`config.mk`:
```
export PLATFORM = sky130hd
export DESIGN_NAME = adpcm_seq_top
export DESIGN_NICKNAME = d
export VERILOG_FILES = /design/src/rtl/adpcm_seq_pkg.sv /design/src/rtl/adpcm_seq_regs.sv /design/src/rtl/adpcm_seq_scaler.sv /design/src/rtl/adpcm_seq_walker.sv /design/src/rtl/adpcm_seq_top.sv
export SDC_FILE = /design/constraint.sdc
export NUM_CORES = 1
export LEC_CHECK = 0
export BUFFER_PORTS_ARGS = -buffer_cell sky130_fd_sc_hd__clkbuf_2
export CELL_PAD_IN_SITES_DETAIL_PLACEMENT = 1
export CELL_PAD_IN_SITES_GLOBAL_PLACEMENT = 1
export CORE_MARGIN = 5
export CORE_UTILIZATION = 28
export DETAILED_ROUTE_END_ITERATION = 8
export PLACE_DENSITY = 0.65
export REMOVE_ABC_BUFFERS = 1
export SYNTH_ARGS = -nofsm -noshare
export SYNTH_HDL_FRONTEND = slang
export SYNTH_SLANG_ARGS = --single-unit
```
`constraint.sdc`:
```
create_clock -name clk -period 12.8 [get_ports clk]
set_input_delay 3.84 -clock clk [delete_from_list [all_inputs] [get_ports clk]]
set_output_delay 3.84 -clock clk [all_outputs]
set_load 0.05 [all_outputs]
```
`src/rtl/adpcm_seq_pkg.sv`:
```
package adpcm_seq_pkg;

    localparam int DEF_REG_W    = 16;
    localparam int DEF_BYTE_AW  = 24;
    localparam int SHIFT_NARROW = 2;
    localparam int SHIFT_WIDE   = 5;

    typedef enum logic [1:0] {
        MEM_DRAM_X1 = 2'b00,
        MEM_ROM     = 2'b01,
        MEM_DRAM_X8 = 2'b10,
        MEM_ROM_ALT = 2'b11
    } mem_kind_e;

    typedef enum logic [2:0] {
        RSEL_START   = 3'd0,
        RSEL_END     = 3'd1,
        RSEL_LIMIT   = 3'd2,
        RSEL_MEMKIND = 3'd3,
        RSEL_CTRL    = 3'd4
    } reg_sel_e;

    localparam int CTL_GO    = 0;
    localparam int CTL_LOOP  = 1;
    localparam int CTL_ABORT = 2;

    typedef struct packed {
        logic go;
        logic loop;
        logic abort;
    } ctl_cmd_t;

    typedef enum logic [1:0] {
        SQ_IDLE,
        SQ_READY,
        SQ_FETCH,
        SQ_LATCH
    } seq_state_e;

    function automatic logic kind_is_wide(input mem_kind_e k);
        return (k != MEM_DRAM_X1);
    endfunction

endpackage

```
`src/rtl/adpcm_seq_regs.sv`:
```
module adpcm_seq_regs
    import adpcm_seq_pkg::*;
#(
    parameter int REG_W = DEF_REG_W
) (
    input  logic             clk,
    input  logic             rst,
    input  logic             reg_wr,
    input  logic [2:0]       reg_sel,
    input  logic [REG_W-1:0] reg_wdata,
    output logic [REG_W-1:0] start_raw,
    output logic [REG_W-1:0] end_raw,
    output logic [REG_W-1:0] limit_raw,
    output logic             limit_en,
    output mem_kind_e        mem_kind,
    output logic             cmd_stb,
    output ctl_cmd_t         cmd
);

    always_ff @(posedge clk) begin
        if (rst) begin
            start_raw <= '0;
            end_raw   <= '0;
            limit_raw <= '0;
            limit_en  <= 1'b0;
            mem_kind  <= MEM_DRAM_X1;
        end else if (reg_wr) begin
            case (reg_sel)
                RSEL_START:   start_raw <= reg_wdata;
                RSEL_END:     end_raw   <= reg_wdata;
                RSEL_LIMIT: begin
                    limit_raw <= reg_wdata;
                    limit_en  <= 1'b1;
                end
                RSEL_MEMKIND: mem_kind <= mem_kind_e'(reg_wdata[1:0]);
                default: ;
            endcase
        end
    end

    always_comb begin
        cmd_stb   = reg_wr && (reg_sel == RSEL_CTRL);
        cmd.go    = reg_wdata[CTL_GO];
        cmd.loop  = reg_wdata[CTL_LOOP];
        cmd.abort = reg_wdata[CTL_ABORT];
    end

endmodule

```
`src/rtl/adpcm_seq_scaler.sv`:
```
module adpcm_seq_scaler
    import adpcm_seq_pkg::*;
#(
    parameter int REG_W   = DEF_REG_W,
    parameter int BYTE_AW = DEF_BYTE_AW,
    localparam int NIB_AW = BYTE_AW + 1
) (
    input  logic [REG_W-1:0]  start_raw,
    input  logic [REG_W-1:0]  end_raw,
    input  logic [REG_W-1:0]  limit_raw,
    input  logic              limit_en,
    input  mem_kind_e         mem_kind,
    output logic [NIB_AW-1:0] start_n,
    output logic [NIB_AW-1:0] end_n,
    output logic [NIB_AW-1:0] limit_n
);

    localparam int N_VARIANT = 2;

    logic [BYTE_AW-1:0] s_b [N_VARIANT];
    logic [BYTE_AW-1:0] e_b [N_VARIANT];
    logic [BYTE_AW-1:0] l_b [N_VARIANT];
    logic               wide;

    for (genvar g = 0; g < N_VARIANT; g++) begin : g_shift
        localparam int SH = (g == 0) ? SHIFT_NARROW : SHIFT_WIDE;
        localparam logic [BYTE_AW-1:0] PAD = BYTE_AW'((1 << SH) - 1);
        assign s_b[g] = BYTE_AW'(start_raw) << SH;
        assign e_b[g] = (BYTE_AW'(end_raw) << SH) | PAD;
        assign l_b[g] = BYTE_AW'(limit_raw) << SH;
    end

    always_comb begin
        wide    = kind_is_wide(mem_kind);
        start_n = {s_b[wide], 1'b0};
        end_n   = {e_b[wide], 1'b0};
        limit_n = limit_en ? {l_b[wide], 1'b0} : {{BYTE_AW{1'b1}}, 1'b0};
    end

endmodule

```
`src/rtl/adpcm_seq_walker.sv`:
```
module adpcm_seq_walker
    import adpcm_seq_pkg::*;
#(
    parameter int BYTE_AW = DEF_BYTE_AW,
    localparam int NIB_AW = BYTE_AW + 1
) (
    input  logic               clk,
    input  logic               rst,
    input  logic               cmd_stb,
    input  ctl_cmd_t           cmd,
    input  logic [NIB_AW-1:0]  start_n,
    input  logic [NIB_AW-1:0]  end_n,
    input  logic [NIB_AW-1:0]  limit_n,
    input  logic               nib_req,
    input  logic [7:0]         mem_rdata,
    output logic               mem_rd_en,
    output logic [BYTE_AW-1:0] mem_addr,
    output logic               nib_valid,
    output logic [3:0]         nib_data,
    output logic               nib_restart,
    output logic               busy,
    output logic               eos
);

    seq_state_e         state;
    logic [NIB_AW-1:0]  pos_q;
    logic [BYTE_AW-1:0] rd_addr_q;
    logic [7:0]         held_q;
    logic               loop_q;
    logic               restart_pend;

    logic [NIB_AW-1:0]  wrapped;
    logic               at_end;
    logic [NIB_AW-1:0]  next_pos;

    always_comb begin
        wrapped  = (pos_q == limit_n) ? '0 : pos_q;
        at_end   = (wrapped == end_n);
        next_pos = (at_end && loop_q) ? start_n : wrapped;
    end

    always_ff @(posedge clk) begin
        nib_valid   <= 1'b0;
        nib_restart <= 1'b0;
        if (rst) begin
            state        <= SQ_IDLE;
            pos_q        <= '0;
            rd_addr_q    <= '0;
            held_q       <= '0;
            loop_q       <= 1'b0;
            restart_pend <= 1'b0;
            nib_data     <= '0;
            busy         <= 1'b0;
            eos          <= 1'b0;
        end else if (cmd_stb && cmd.abort) begin
            state        <= SQ_IDLE;
            busy         <= 1'b0;
            loop_q       <= 1'b0;
            restart_pend <= 1'b0;
        end else if (cmd_stb && cmd.go) begin
            state        <= SQ_READY;
            busy         <= 1'b1;
            eos          <= 1'b0;
            loop_q       <= cmd.loop;
            pos_q        <= start_n;
            restart_pend <= 1'b0;
        end else begin
            if (cmd_stb) begin
                loop_q <= cmd.loop;
            end
            case (state)
                SQ_READY: begin
                    if (nib_req) begin
                        if (at_end && !loop_q) begin
                            eos   <= 1'b1;
                            busy  <= 1'b0;
                            state <= SQ_IDLE;
                        end else if (!next_pos[0]) begin
                            restart_pend <= at_end;
                            rd_addr_q    <= next_pos[NIB_AW-1:1];
                            pos_q        <= next_pos + NIB_AW'(1);
                            state        <= SQ_FETCH;
                        end else begin
                            nib_data    <= held_q[3:0];
                            nib_valid   <= 1'b1;
                            nib_restart <= at_end;
                            pos_q       <= next_pos + NIB_AW'(1);
                        end
                    end
                end
                SQ_FETCH: state <= SQ_LATCH;
                SQ_LATCH: begin
                    held_q       <= mem_rdata;
                    nib_data     <= mem_rdata[7:4];
                    nib_valid    <= 1'b1;
                    nib_restart  <= restart_pend;
                    restart_pend <= 1'b0;
                    state        <= SQ_READY;
                end
                default: ;
            endcase
        end
    end

    assign mem_rd_en = (state == SQ_FETCH);
    assign mem_addr  = rd_addr_q;

endmodule

```
`src/rtl/adpcm_seq_top.sv`:
```
module adpcm_seq_top
    import adpcm_seq_pkg::*;
#(
    parameter int REG_W   = DEF_REG_W,
    parameter int BYTE_AW = DEF_BYTE_AW
) (
    input  logic               clk,
    input  logic               rst,
    input  logic               reg_wr,
    input  logic [2:0]         reg_sel,
    input  logic [REG_W-1:0]   reg_wdata,
    input  logic               nib_req,
    output logic               nib_valid,
    output logic [3:0]         nib_data,
    output logic               nib_restart,
    output logic               mem_rd_en,
    output logic [BYTE_AW-1:0] mem_addr,
    input  logic [7:0]         mem_rdata,
    output logic               busy,
    output logic               eos
);

    localparam int NIB_AW = BYTE_AW + 1;

    logic [REG_W-1:0]  start_raw, end_raw, limit_raw;
    logic              limit_en;
    mem_kind_e         mem_kind;
    logic              cmd_stb;
    ctl_cmd_t          cmd;
    logic [NIB_AW-1:0] start_n, end_n, limit_n;

    adpcm_seq_regs #(.REG_W(REG_W)) u_regs (
        .clk       (clk),
        .rst       (rst),
        .reg_wr    (reg_wr),
        .reg_sel   (reg_sel),
        .reg_wdata (reg_wdata),
        .start_raw (start_raw),
        .end_raw   (end_raw),
        .limit_raw (limit_raw),
        .limit_en  (limit_en),
        .mem_kind  (mem_kind),
        .cmd_stb   (cmd_stb),
        .cmd       (cmd)
    );

    adpcm_seq_scaler #(.REG_W(REG_W), .BYTE_AW(BYTE_AW)) u_scale (
        .start_raw (start_raw),
        .end_raw   (end_raw),
        .limit_raw (limit_raw),
        .limit_en  (limit_en),
        .mem_kind  (mem_kind),
        .start_n   (start_n),
        .end_n     (end_n),
        .limit_n   (limit_n)
    );

    adpcm_seq_walker #(.BYTE_AW(BYTE_AW)) u_walk (
        .clk         (clk),
        .rst         (rst),
        .cmd_stb     (cmd_stb),
        .cmd         (cmd),
        .start_n     (start_n),
        .end_n       (end_n),
        .limit_n     (limit_n),
        .nib_req     (nib_req),
        .mem_rdata   (mem_rdata),
        .mem_rd_en   (mem_rd_en),
        .mem_addr    (mem_addr),
        .nib_valid   (nib_valid),
        .nib_data    (nib_data),
        .nib_restart (nib_restart),
        .busy        (busy),
        .eos         (eos)
    );

endmodule

```
==> flow_summary.json <==
{
  "number_of_buffers_added_for_setup_after_cts": 0,
  "effective_utilization_at_floorplan": 0.282,
  "start_kind": "input port",
  "cellPowerDensity_nw_per_um2": 114,
  "detail_route.vias_per_cell": 5.60,
  "synth.area.top_cells": "sky130_fd_sc_hd__dfxtp_1 33%, sky130_fd_sc_hd__nand2_1 8.8%, sky130_fd_sc_hd__a21oi_1 7.1%",
  "core_area_um2": 25000,
  "reg2reg_depth": 19,
  "cts_buffers": 17,
  "antenna_found_initial": 0,
  "cp_max_fo": 22,
  "crit_arrival_ns": 7.17,
  "clock-sinks": 116,
  "detailedRoute.firstPassIterationCount": 5,
  "clock_path_buffers": 2,
  "r2r_end": "u_walk.pos_q[18]",
  "die_height_um": 168,
  "io_pins": 64,
  "worst_hold_path_type": "flip-flop to flip-flop",
  "h-tree-depth": 4,
  "drt-wirelength-per-cell_um": 20.3,
  "rsz0062_at_grt": "no",
  "synth.cells.most_frequent": "165 x sky130_fd_sc_hd__nand2_1, 116 x sky130_fd_sc_hd__dfxtp_1, 100 x sky130_fd_sc_hd__a21oi_1, 85 x sky130_fd_sc_hd__nor2_1, 55 x sky130_fd_sc_hd__clkbuf_1",
  "clkLatencyLatePin_ns": 0.43,
  "place_hpwl_mm": 19.0,
  "numPortBuffers": 63,
  "tritoncts_clock_tree": "yes",
  "postCtsHoldBufs": 0,
  "transition_time_at_the_pin_with_the_least_slew_margin_ns": 1.11,
  "timing.critical_path.from": "reg_sel[0]",
  "layout-area-overhead-vs-synth_pct": 15.3,
  "ys_warn_count": 0,
  "r2r_start": "u_regs.mem_kind[1]",
  "finalMaxSlewViolations": 0,
  "max_slew_margin": 0.260,
  "chipWidth_um": 168,
  "grt_max_degree": 62,
  "final_net_count": 992,
  "clk_transition_reported_paths_ns": 0.06,
  "async_sr_flop_fraction": 0,
  "run_status": "completed",
  "number_of_synthesized_register_bits": 116,
  "max_clock_freq_mhz": 147,
  "first_global_vias": 7321,
  "timing.clock.skew_ns": 0.0153,
  "worst_path_required_time_ns": 13.17,
  "setup.worst_path.class": "input port to flip-flop",
  "route.vias.total": 7299,
  "footprint_of_the_multi_input_gates_um2": 4360,
  "cp-end-kind": "flip-flop",
  "fillCellCount": 3113,
  "yosysMostFrequentCell": "sky130_fd_sc_hd__nand2_1",
  "synth_top_area_cell": "sky130_fd_sc_hd__dfxtp_1",
  "finalCriticalPeriod_ns": 6.80,
  "total_grt_usage": 0.186,
  "drt_iter0_drc": 507,
  "synth_sequential_area_ratio": 0.330,
  "row_count": 58,
  "cts_resized": 0,
  "grt_first_pass_wirelength_mm": 41.9,
  "timing.final.hold_violations": 0,
  "seqCellArea_um2": 2320,
  "n_antenna_cell": 0,
  "gp_congestion": 0.863,
  "totalWireLength_mm": 26.5,
  "post_synthesis_cell_area_um2": 7030,
  "final_antenna_net_count": 0,
  "p_leak_nw": 2.76,
  "netlist-cell-type-count": 79,
  "layout-drive-gt1-share": 0.137,
  "global_route.overflow_total": 0,
  "synthDominantCellAreaShare": 0.330,
  "irDropWorstVdd_mv": 0.0892,
  "synth_enable_flop_cells": 0,
  "ctsRootBufferMaster": "sky130_fd_sc_hd__clkbuf_16",
  "instance_count_of_the_mapped_netlist": 943,
  "max_cap_viol_count": 0,
  "synth_ff_type": "sky130_fd_sc_hd__dfxtp_1",
  "setup_viol_count_final": 0,
  "timing.final.crit_share": 0.532,
  "route.detailed.drc": 0,
  "postSynthAreaPerCell_um2": 7.46,
  "die-area_um2": 28400,
  "setup_total_negative_slack_ns": 0,
  "worst_reg2reg_setup_slack_ns": 6.30,
  "final_util": 0.325,
  "cp-endpoint": "u_walk.pos_q[15]"
}
[worst max-delay path, cell delays in order]
cell,delay (ns)
sky130_fd_sc_hd__clkbuf_2,0.14
sky130_fd_sc_hd__nor3_1,0.51
sky130_fd_sc_hd__nand2_1,0.66
sky130_fd_sc_hd__o22ai_1,0.53
sky130_fd_sc_hd__o31a_1,0.77
sky130_fd_sc_hd__nand3_1,0.22
sky130_fd_sc_hd__a311oi_1,0.33
sky130_fd_sc_hd__a311o_1,0.16
[layer usage]
metal  wire [um]  track usage  up-vias
met3        1340       0.0287       54
met2       11900        0.294      229
li1            -            -     3474
met1       12400        0.253     3542
met5           0            0        -
met4         861       0.0752        0
[worst min-delay path by stage]
stage,cells past startpoint,start,to
finish,2,u_walk.mem_addr[10],u_walk.mem_addr[10]
global route,2,u_walk.mem_addr[10],u_walk.mem_addr[10]
CTS,2,u_walk.mem_addr[10],u_walk.mem_addr[10]
detailed placement,2,u_walk.mem_addr[10],u_walk.mem_addr[10]
global placement,2,u_walk.mem_addr[21],u_walk.mem_addr[21]
floorplan,2,u_regs.limit_raw[0],u_regs.limit_raw[0]
[stage by stage]
| step | power, W | hold WS [ns] | area [um2] | setup slack [ns] | cells |
|---|---|---|---|---|---|
| detailed placement | 0.000452 | 0.453 | 7540 | 5.68 | 1271 |
| global placement | 0.000451 | 0.444 | 7540 | 5.80 | 1271 |
| CTS | 0.000929 | 0.461 | 8110 | 6.11 | 1303 |
| floorplan | 0.000420 | 0.435 | 6720 | 6.19 | 867 |
| global route | 0.000951 | 0.476 | 8110 | 5.69 | 1303 |
| finish | 0.000922 | 0.456 | 8110 | 6.00 | 1303 |
[cells in the final DEF, fill, tap and decap left out, types with 4 or more instances in the layout]
cell | netlist | layout
sky130_fd_sc_hd__or2_2 | 6 | 6
sky130_fd_sc_hd__clkbuf_2 | 0 | 62
sky130_fd_sc_hd__and3_1 | 7 | 7
sky130_fd_sc_hd__o21a_1 | 8 | 8
sky130_fd_sc_hd__a311oi_1 | 5 | 5
sky130_fd_sc_hd__o22ai_1 | 4 | 4
sky130_fd_sc_hd__nand3_1 | 35 | 35
sky130_fd_sc_hd__nand2_1 | 165 | 165
sky130_fd_sc_hd__nand3b_1 | 4 | 4
sky130_fd_sc_hd__a21oi_1 | 100 | 100
sky130_fd_sc_hd__a22oi_1 | 4 | 4
sky130_fd_sc_hd__inv_1 | 11 | 11
sky130_fd_sc_hd__mux2i_1 | 34 | 34
sky130_fd_sc_hd__nand2b_1 | 8 | 8
sky130_fd_sc_hd__inv_6 | 0 | 6
sky130_fd_sc_hd__or4_1 | 7 | 7
sky130_fd_sc_hd__nor3b_1 | 8 | 8
sky130_fd_sc_hd__or3b_1 | 13 | 13
sky130_fd_sc_hd__and4_1 | 11 | 11
sky130_fd_sc_hd__and2_1 | 10 | 10
sky130_fd_sc_hd__xnor2_1 | 10 | 10
sky130_fd_sc_hd__o31ai_1 | 5 | 5
sky130_fd_sc_hd__dfxtp_1 | 116 | 116
sky130_fd_sc_hd__nor3_1 | 28 | 27
sky130_fd_sc_hd__clkbuf_16 | 0 | 17
sky130_fd_sc_hd__a31oi_1 | 26 | 26
sky130_fd_sc_hd__nor4_1 | 18 | 18
sky130_fd_sc_hd__or3_1 | 11 | 11
sky130_fd_sc_hd__nor2_1 | 85 | 83
sky130_fd_sc_hd__a211oi_1 | 22 | 22
sky130_fd_sc_hd__buf_4 | 2 | 12
sky130_fd_sc_hd__nand4_1 | 15 | 15
sky130_fd_sc_hd__o21ai_0 | 25 | 25
[logic make-up (layout without fill, tap and decap cells)]
group	after synthesis	in the layout	synth area share
buf+inv	87	117	0.0509
simple gates	447	447	0.314
xor+xnor	13	13	0.0162
flops	116	116	0.330
compound gates	240	240	0.227
fa+ha+maj	1	1	0.00178
mux	39	39	0.0600
[registers in the layout (all words and copies together), names as in the netlist]
name and cells:
u_regs.end_raw 16, u_regs.limit_en 1, u_regs.limit_raw 16, u_regs.mem_kind 2, u_regs.start_raw 16, u_walk.busy 1, u_walk.eos 1, u_walk.held_q 4
u_walk.loop_q 1, u_walk.mem_addr 24, u_walk.nib_data 4, u_walk.nib_restart 1, u_walk.nib_valid 1, u_walk.pos_q 25, u_walk.restart_pend 1, u_walk.state 2
[power breakdown]
part	internal (W)	switching [W]	total [W]
sequential	0.000367	0.0000110	0.000378
clock	0.000272	0.000205	0.000477
combinational	0.0000228	0.0000441	0.0000669
total	0.000661	0.000260	0.000922
[area by class of cell]
class / count / share of cell area
inverters: 11 / 0.00509
flip-flops and latches: 116 / 0.286
well taps: 330 / 0.0509
clock buffers: 17 / 0.0525
multi-input cells: 740 / 0.538
repair buffers: 74 / 0.0494
clock inverters: 15 / 0.0179
Power figures use the tool's default switching activity.
